`config.mk`:
```
export PLATFORM = sky130hd
export DESIGN_NAME = irq_coalesce_ctrl
export DESIGN_NICKNAME = d
export VERILOG_FILES = /design/src/rtl/icsc_pkg.sv /design/src/rtl/icsc_event_regs.sv /design/src/rtl/icsc_post_filter.sv /design/src/rtl/icsc_sched.sv /design/src/rtl/irq_coalesce_ctrl.sv
export SDC_FILE = /design/constraint.sdc
export NUM_CORES = 1
export LEC_CHECK = 0
export ABC_AREA = 1
export BUFFER_PORTS_ARGS = -buffer_cell sky130_fd_sc_hd__buf_2
export CAP_MARGIN = 5
export CELL_PAD_IN_SITES_DETAIL_PLACEMENT = 1
export CELL_PAD_IN_SITES_GLOBAL_PLACEMENT = 1
export CORE_UTILIZATION = 33
export DETAILED_ROUTE_END_ITERATION = 7
export GPL_TIMING_DRIVEN = 0
export PLACE_DENSITY_LB_ADDON = 0.1
export SETUP_SLACK_MARGIN = 0.05
export SYNTH_ARGS = -nofsm -noshare
export SYNTH_HDL_FRONTEND = slang
export SYNTH_SLANG_ARGS = --single-unit
```
`constraint.sdc`:
```
create_clock -name clk -period 5.2 [get_ports clk]
set_input_delay 0.26 -clock clk [delete_from_list [all_inputs] [get_ports clk]]
set_output_delay 0.26 -clock clk [all_outputs]
set_load 0.01 [all_outputs]
```
`src/rtl/icsc_pkg.sv`:
```
package icsc_pkg;
  timeunit 1ns;
  timeprecision 1ps;

  // Event bit positions decoded by the posting logic
  localparam int EV_SOFT    = 0;
  localparam int EV_RX_HIGH = 1;
  localparam int EV_RX_PKT  = 2;
  localparam int EV_TX_LOW  = 3;
  localparam int EV_TX_PKT  = 4;
  localparam int EV_LINK    = 7;

  typedef enum logic [2:0] {
    ACT_HOLD,   // keep state, count down if armed
    ACT_DROP,   // lower line, disarm
    ACT_KEEP,   // line already high
    ACT_NOW,    // raise line at this edge
    ACT_ARM     // load a new deferral
  } post_act_e;
endpackage

```
`src/rtl/icsc_event_regs.sv`:
```
module icsc_event_regs
  import icsc_pkg::*;
#(
  parameter int              NB         = 16,
  parameter logic [NB-1:0]   RSV_MASK   = 16'hF000,
  parameter logic [NB-1:0]   RESET_MASK = 16'h000F
) (
  input  logic          clk,
  input  logic          rst_n,
  input  logic [NB-1:0] evt_post_i,
  input  logic          clr_valid_i,
  input  logic [NB-1:0] clr_bits_i,
  input  logic          mask_wr_i,
  input  logic [NB-1:0] mask_data_i,
  input  logic          cmd_intr_i,
  input  logic          cmd_reset_i,
  output logic [NB-1:0] status_q,
  output logic [NB-1:0] mask_q,
  output logic [NB-1:0] status_n,
  output logic [NB-1:0] mask_n,
  output logic [NB-1:0] post_acc,
  output logic          mask_chg,
  output logic          rsv_err_q
);
  timeunit 1ns;
  timeprecision 1ps;

  localparam logic [NB-1:0] SOFT_BIT = NB'(1) << EV_SOFT;

  logic          rsv_post, rsv_clr;
  logic [NB-1:0] clr_acc;

  always_comb begin
    rsv_post = |(evt_post_i & RSV_MASK);
    rsv_clr  = clr_valid_i && (|(clr_bits_i & RSV_MASK));
    post_acc = (rsv_post ? '0 : evt_post_i) | (cmd_intr_i ? SOFT_BIT : '0);
    clr_acc  = (clr_valid_i && !rsv_clr) ? clr_bits_i : '0;
    status_n = (status_q | post_acc) & ~clr_acc;
    mask_n   = mask_wr_i ? mask_data_i : mask_q;
    mask_chg = mask_wr_i && (mask_data_i != mask_q);
  end

  always_ff @(posedge clk or negedge rst_n) begin
    if (!rst_n) begin
      status_q  <= '0;
      mask_q    <= RESET_MASK;
      rsv_err_q <= 1'b0;
    end else if (cmd_reset_i) begin
      status_q  <= '0;
      mask_q    <= RESET_MASK;
      rsv_err_q <= 1'b0;
    end else begin
      status_q  <= status_n;
      mask_q    <= mask_n;
      rsv_err_q <= rsv_post | rsv_clr;
    end
  end


  rsv_never_set_chk: assert property (@(posedge clk) disable iff (!rst_n)
    (status_q & RSV_MASK) == '0);


  rsv_clear_ignored_chk: assert property (@(posedge clk) disable iff (!rst_n)
    (clr_valid_i && (|(clr_bits_i & RSV_MASK)) && evt_post_i == '0 && !cmd_intr_i && !cmd_reset_i)
      |=> $stable(status_q));


  same_mask_stable_chk: assert property (@(posedge clk) disable iff (!rst_n)
    (mask_wr_i && mask_data_i == mask_q && !cmd_reset_i) |=> $stable(mask_q));
endmodule

```
`src/rtl/icsc_post_filter.sv`:
```
module icsc_post_filter
  import icsc_pkg::*;
#(
  parameter int            NB           = 16,
  parameter logic [NB-1:0] NODELAY_MASK = 16'h0081
) (
  input  logic [NB-1:0] post_acc,
  input  logic [NB-1:0] status_n,
  input  logic [NB-1:0] mask_n,
  input  logic          rx_above_high_i,
  input  logic          tx_below_low_i,
  output logic          trig_any,
  output logic          trig_urgent,
  output logic          masked_any
);
  timeunit 1ns;
  timeprecision 1ps;

  logic [NB-1:0] gate;
  logic [NB-1:0] trig;

  // Per-bit qualifier: watermark events count only while their level holds
  for (genvar b = 0; b < NB; b++) begin : g_gate
    if (b == EV_RX_HIGH) begin : g_rxh
      assign gate[b] = rx_above_high_i;
    end else if (b == EV_TX_LOW) begin : g_txl
      assign gate[b] = tx_below_low_i;
    end else begin : g_pass
      assign gate[b] = 1'b1;
    end
  end

  always_comb begin
    trig        = post_acc & status_n & mask_n & gate;
    trig_any    = |trig;
    trig_urgent = |(trig & NODELAY_MASK);
    masked_any  = |(status_n & mask_n);
  end
endmodule

```
`src/rtl/icsc_sched.sv`:
```
module icsc_sched
  import icsc_pkg::*;
#(
  parameter int DW = 16
) (
  input  logic          clk,
  input  logic          rst_n,
  input  logic          cmd_reset_i,
  input  logic          int_en_i,
  input  logic          masked_any,
  input  logic          mask_chg,
  input  logic          trig_any,
  input  logic          trig_urgent,
  input  logic [DW-1:0] delay_i,
  output logic          irq_q
);
  timeunit 1ns;
  timeprecision 1ps;

  logic          en_q, run_q;
  logic [DW-1:0] cnt_q;
  logic          en_rise, fire_now, new_earlier;
  post_act_e     act;

  always_comb begin
    en_rise     = int_en_i && !en_q;
    fire_now    = run_q && (cnt_q == DW'(1));
    // armed request fires cnt_q-1 edges from now; a new one fires delay_i edges from now
    new_earlier = !run_q || (({1'b0, delay_i} + (DW+1)'(1)) < {1'b0, cnt_q});
    if (!int_en_i || !masked_any)                  act = ACT_DROP;
    else if (irq_q)                                act = ACT_KEEP;
    else if (mask_chg || en_rise || trig_urgent)   act = ACT_NOW;
    else if (fire_now)                             act = ACT_NOW;
    else if (trig_any && new_earlier)
      act = (delay_i == '0) ? ACT_NOW : ACT_ARM;
    else                                           act = ACT_HOLD;
  end

  always_ff @(posedge clk or negedge rst_n) begin
    if (!rst_n) begin
      en_q  <= 1'b0;
      run_q <= 1'b0;
      cnt_q <= '0;
      irq_q <= 1'b0;
    end else begin
      en_q <= int_en_i;
      if (cmd_reset_i) begin
        run_q <= 1'b0;
        cnt_q <= '0;
        irq_q <= 1'b0;
      end else begin
        unique case (act)
          ACT_DROP: begin irq_q <= 1'b0; run_q <= 1'b0; cnt_q <= '0; end
          ACT_KEEP: begin run_q <= 1'b0; cnt_q <= '0; end
          ACT_NOW:  begin irq_q <= 1'b1; run_q <= 1'b0; cnt_q <= '0; end
          ACT_ARM:  begin run_q <= 1'b1; cnt_q <= delay_i; end
          default:  if (run_q) cnt_q <= cnt_q - DW'(1);
        endcase
      end
    end
  end


  no_post_when_disabled_chk: assert property (@(posedge clk) disable iff (!rst_n)
    !int_en_i |=> !irq_q);


  armed_count_live_chk: assert property (@(posedge clk) disable iff (!rst_n)
    run_q |-> (cnt_q != '0 && !irq_q));


  urgent_bypass_chk: assert property (@(posedge clk) disable iff (!rst_n)
    (trig_urgent && int_en_i && masked_any && !cmd_reset_i) |=> irq_q);


  pending_holds_chk: assert property (@(posedge clk) disable iff (!rst_n)
    (irq_q && int_en_i && masked_any && !cmd_reset_i) |=> irq_q);
endmodule

```
`src/rtl/irq_coalesce_ctrl.sv`:
```
module irq_coalesce_ctrl
  import icsc_pkg::*;
#(
  parameter int            NB           = 16,
  parameter int            DW           = 16,
  parameter logic [NB-1:0] RSV_MASK     = 16'hF000,
  parameter logic [NB-1:0] NODELAY_MASK = 16'h0081
) (
  input  logic          clk,
  input  logic          rst_n,
  input  logic [NB-1:0] evt_post_i,
  input  logic          clr_valid_i,
  input  logic [NB-1:0] clr_bits_i,
  input  logic          mask_wr_i,
  input  logic [NB-1:0] mask_data_i,
  input  logic          int_en_i,
  input  logic          cmd_intr_i,
  input  logic          cmd_reset_i,
  input  logic [DW-1:0] delay_i,
  input  logic          rx_above_high_i,
  input  logic          tx_below_low_i,
  output logic          irq_o,
  output logic [NB-1:0] status_o,
  output logic [NB-1:0] mask_o,
  output logic          rsv_err_o
);
  timeunit 1ns;
  timeprecision 1ps;

  localparam logic [NB-1:0] RESET_MASK = (NB'(1) << EV_SOFT) | (NB'(1) << EV_RX_HIGH) |
                                         (NB'(1) << EV_RX_PKT) | (NB'(1) << EV_TX_LOW);

  logic [NB-1:0] status_n, mask_n, post_acc;
  logic          mask_chg, trig_any, trig_urgent, masked_any;

  icsc_event_regs #(.NB(NB), .RSV_MASK(RSV_MASK), .RESET_MASK(RESET_MASK)) u_regs (
    .clk, .rst_n, .evt_post_i, .clr_valid_i, .clr_bits_i, .mask_wr_i, .mask_data_i,
    .cmd_intr_i, .cmd_reset_i,
    .status_q(status_o), .mask_q(mask_o), .status_n, .mask_n, .post_acc,
    .mask_chg, .rsv_err_q(rsv_err_o)
  );

  icsc_post_filter #(.NB(NB), .NODELAY_MASK(NODELAY_MASK)) u_filter (
    .post_acc, .status_n, .mask_n, .rx_above_high_i, .tx_below_low_i,
    .trig_any, .trig_urgent, .masked_any
  );

  icsc_sched #(.DW(DW)) u_sched (
    .clk, .rst_n, .cmd_reset_i, .int_en_i, .masked_any, .mask_chg,
    .trig_any, .trig_urgent, .delay_i, .irq_q(irq_o)
  );


  line_needs_pending_chk: assert property (@(posedge clk) disable iff (!rst_n)
    ((status_o & mask_o) == '0) |-> !irq_o);
endmodule

```
==> results.sh <==
export IMPL_ir_drop_uv=126
export IMPL_instances_no_fill=897
export IMPL_wire_per_inst_um=15.1
export IMPL_finalSetupViolCount=0
export IMPL_critPathArrivalTime_ns=4.11
export IMPL_dp_slack_ns=0.951
export IMPL_fin_crit_sh_pct=74.5
export IMPL_synthToLayoutAreaGrowth_pct=21.3
export IMPL_cpPeakStageDelay_ns=0.42
export IMPL_crit_buf_inv=4
export IMPL_cts_htree_levels=2
export IMPL_place_area_um2=4960
export IMPL_num_antenna_cells=0
export IMPL_core_area_um2=12300
export IMPL_grt_usage_pct=21.7
export IMPL_crit_path_top_delay_cell="nor3_1"
export IMPL_syn_cell_area_um2=4230
export IMPL_cp_end_kind="register"
export IMPL_stdcell_area_um2=5130
export IMPL_status="complete, but fails checks"
export IMPL_setup_ws_ns=1.33
export IMPL_drive_gt1_share_pct=21.1
export IMPL_holdWs_ns=-0.0270
export IMPL_die_x_um=115
export IMPL_num_fill_cells=1621
export IMPL_postCtsSetupRepairBufs=0
export IMPL_cp_common_cell="nand2_1"
export IMPL_max_freq_ghz=0.258
export IMPL_yosysWarnings=0
export IMPL_drc=0
export IMPL_vias=4375
export IMPL_yosys_area_top_type_share_pct=28.4
export IMPL_cts_hold_buf=0
export IMPL_fin_tns_setup_ns=0
export IMPL_drt_initial_drc_count=158
export IMPL_first_global_vias=4517
export IMPL_gp_congestion=0.799
export IMPL_finalMaxSlewViolations=0
export IMPL_grt_max_degree=53
export IMPL_grt_pass1_wl_um=22000
export IMPL_cts_tree="done"
export IMPL_dp_cells=889
export IMPL_cts_buffers=5
export IMPL_clk_pin_slew_worst_paths_ns=0.07
export IMPL_cpLargestDelayFamily="simple AND/OR/NAND/NOR gates"
export IMPL_io_pins=107
export IMPL_hold_violations=6
export IMPL_die_area_um2=13300
export IMPL_crit_type="in2reg"
export IMPL_syn_nets=708
export IMPL_synth_top_cell_by_area="dfrtp_1"
export IMPL_ant_nets=0
export IMPL_violations="hold timing"
export IMPL_firstDrtPassIters=4
export IMPL_synth_area_leaders="dfrtp_1 (28%), nand2_1 (18%), inv_1 (6.9%), ha_1 (5.6%), xor2_1 (5.6%)"
export IMPL_maxCapViolCount=0
export IMPL_tightest_slew_ns=0.729
export IMPL_yosys_cell_types_count=36
export IMPL_worst_ep_required_time_ns=5.44
export IMPL_viasPerCell=4.88
export IMPL_period_minus_slack_ns=3.87
export IMPL_initial_core_util_pct=34.5
export IMPL_routed_wl_um=13600
export IMPL_max_clock_path_buffers=2
export IMPL_final_nets=820
export IMPL_syn_inst=616
export IMPL_p_leak_uw=0.00286
export IMPL_cts_root_buf="clkbuf_16"
export IMPL_cp_start_kind="input pin"
export IMPL_worst_skew_pair_late_latency_ns=0.30
export IMPL_die_h_um=115
export IMPL_ys_seq_area_share_pct=30.9
export IMPL_antenna_found_initial=0
export IMPL_avgSynthCellArea_um2=6.86
export IMPL_rsz0062_at_grt="no"
export IMPL_io_buffer_count=105
export IMPL_post_cts_resized=0
export IMPL_hpwl_um=11100
export IMPL_p_per_area_nw_per_um2=217
export IMPL_ys_ff_latch=52
export IMPL_slew_headroom_pct=51.4
export IMPL_hp_class="in2async"
export IMPL_clkSinkCount=52
export IMPL_grt_overflow=0
export IMPL_num_rows=40
export IMPL_path_max_fanout=10
export IMPL_skew_ns=0.00448
## layer usage
metal  vias up  share of wire, %  track usage, %
met5         -                 0               0
met4         0              0.83            4.24
met3         7               4.2            3.37
met2        67                48            38.1
met1      2114                47            28.3
li1       2187                 -               -
## where the power goes
part	switching [uW]	total, uW	internal (uW)
registers	14.7	436	422
logic	182	289	107
clock network	159	386	227
## cell usage after synthesis (all sizes together)
cell,number
nand2,208
inv,82
nor2,69
dfrtp,48
nand3,40
nand4,36
xor2,27
a21oi,20
ha,19
xnor2,12
buf,9
nor3,8
o21ai,7
o21bai,6
nor4,5
clkbuf,4
dfstp,4
o21a,3
or2,3
a21boi,1
a21o,1
and3,1
nand3b,1
nor3b,1
o211ai,1
## metrics by stage
stage                     utilization, %  total power (uW)  hold WS [ns]
after floorplan                        -               623       -0.0356
after global placement              40.5               723         0.401
after detailed placement            40.5               735         0.400
after CTS                           41.8              1130        0.0862
after global routing                41.8              1180        0.0572
final                               41.8              1110       -0.0270
## flip-flops by register name, indices dropped and copies added, names as in the netlist
name,flops
u_sched.irq_q,1
u_sched.cnt_q,16
u_regs.status_q,16
u_regs.rsv_err_q,1
u_sched.run_q,1
u_regs.mask_q,16
u_sched.en_q,1
## cells by family (layout without fill, tap and decap cells)
| group | count (synthesis) | in the layout | synth area share [%] |
|---|---|---|---|
| compound gates | 39 | 39 | 6.13 |
| xor+xnor | 39 | 39 | 8.08 |
| fa+ha+maj | 19 | 19 | 5.62 |
| buf+inv | 95 | 208 | 9.35 |
| flops | 52 | 52 | 30.9 |
| simple gates | 372 | 372 | 39.9 |
## worst paths after layout
path	from	to	slack (ns)	cells after the start
max	delay_i[2]	u_sched.cnt_q[14]	1.33	25
min	rst_n	u_regs.status_q[10]	-0.03	1
max reg2reg	u_sched.cnt_q[2]	u_sched.cnt_q[14]	2.51	17
min reg2reg	u_sched.cnt_q[4]	u_sched.cnt_q[4]	0.51	2
max in group asynchronous	rst_n	u_regs.mask_q[15]	4.70	1
min in group clk	int_en_i	u_sched.en_q	0.09	1
## layout make-up
cell class,count,area [um2],area share [%]
multi-input cells,469,2520,49.2
flip-flops and latches,52,1310,25.5
repair buffers,105,528,10.3
inverters,82,308,6.00
well taps,168,210,4.10
clock buffers,6,129,2.51
plain buffers,13,87.6,1.71
clock inverters,2,35.0,0.683
## layout by cell type, fill, tap and decap left out, types with 7 or more instances in the layout
cell type	instances
dfrtp_1	48
nor2_1	59
inv_1	78
buf_2	108
o21ai_0	7
nand3_1	36
xor2_1	27
xnor2_1	12
nand4_1	36
ha_1	19
a21oi_1	20
nand2_1	204
nor3_1	7
(Power assumes the default switching activity.)
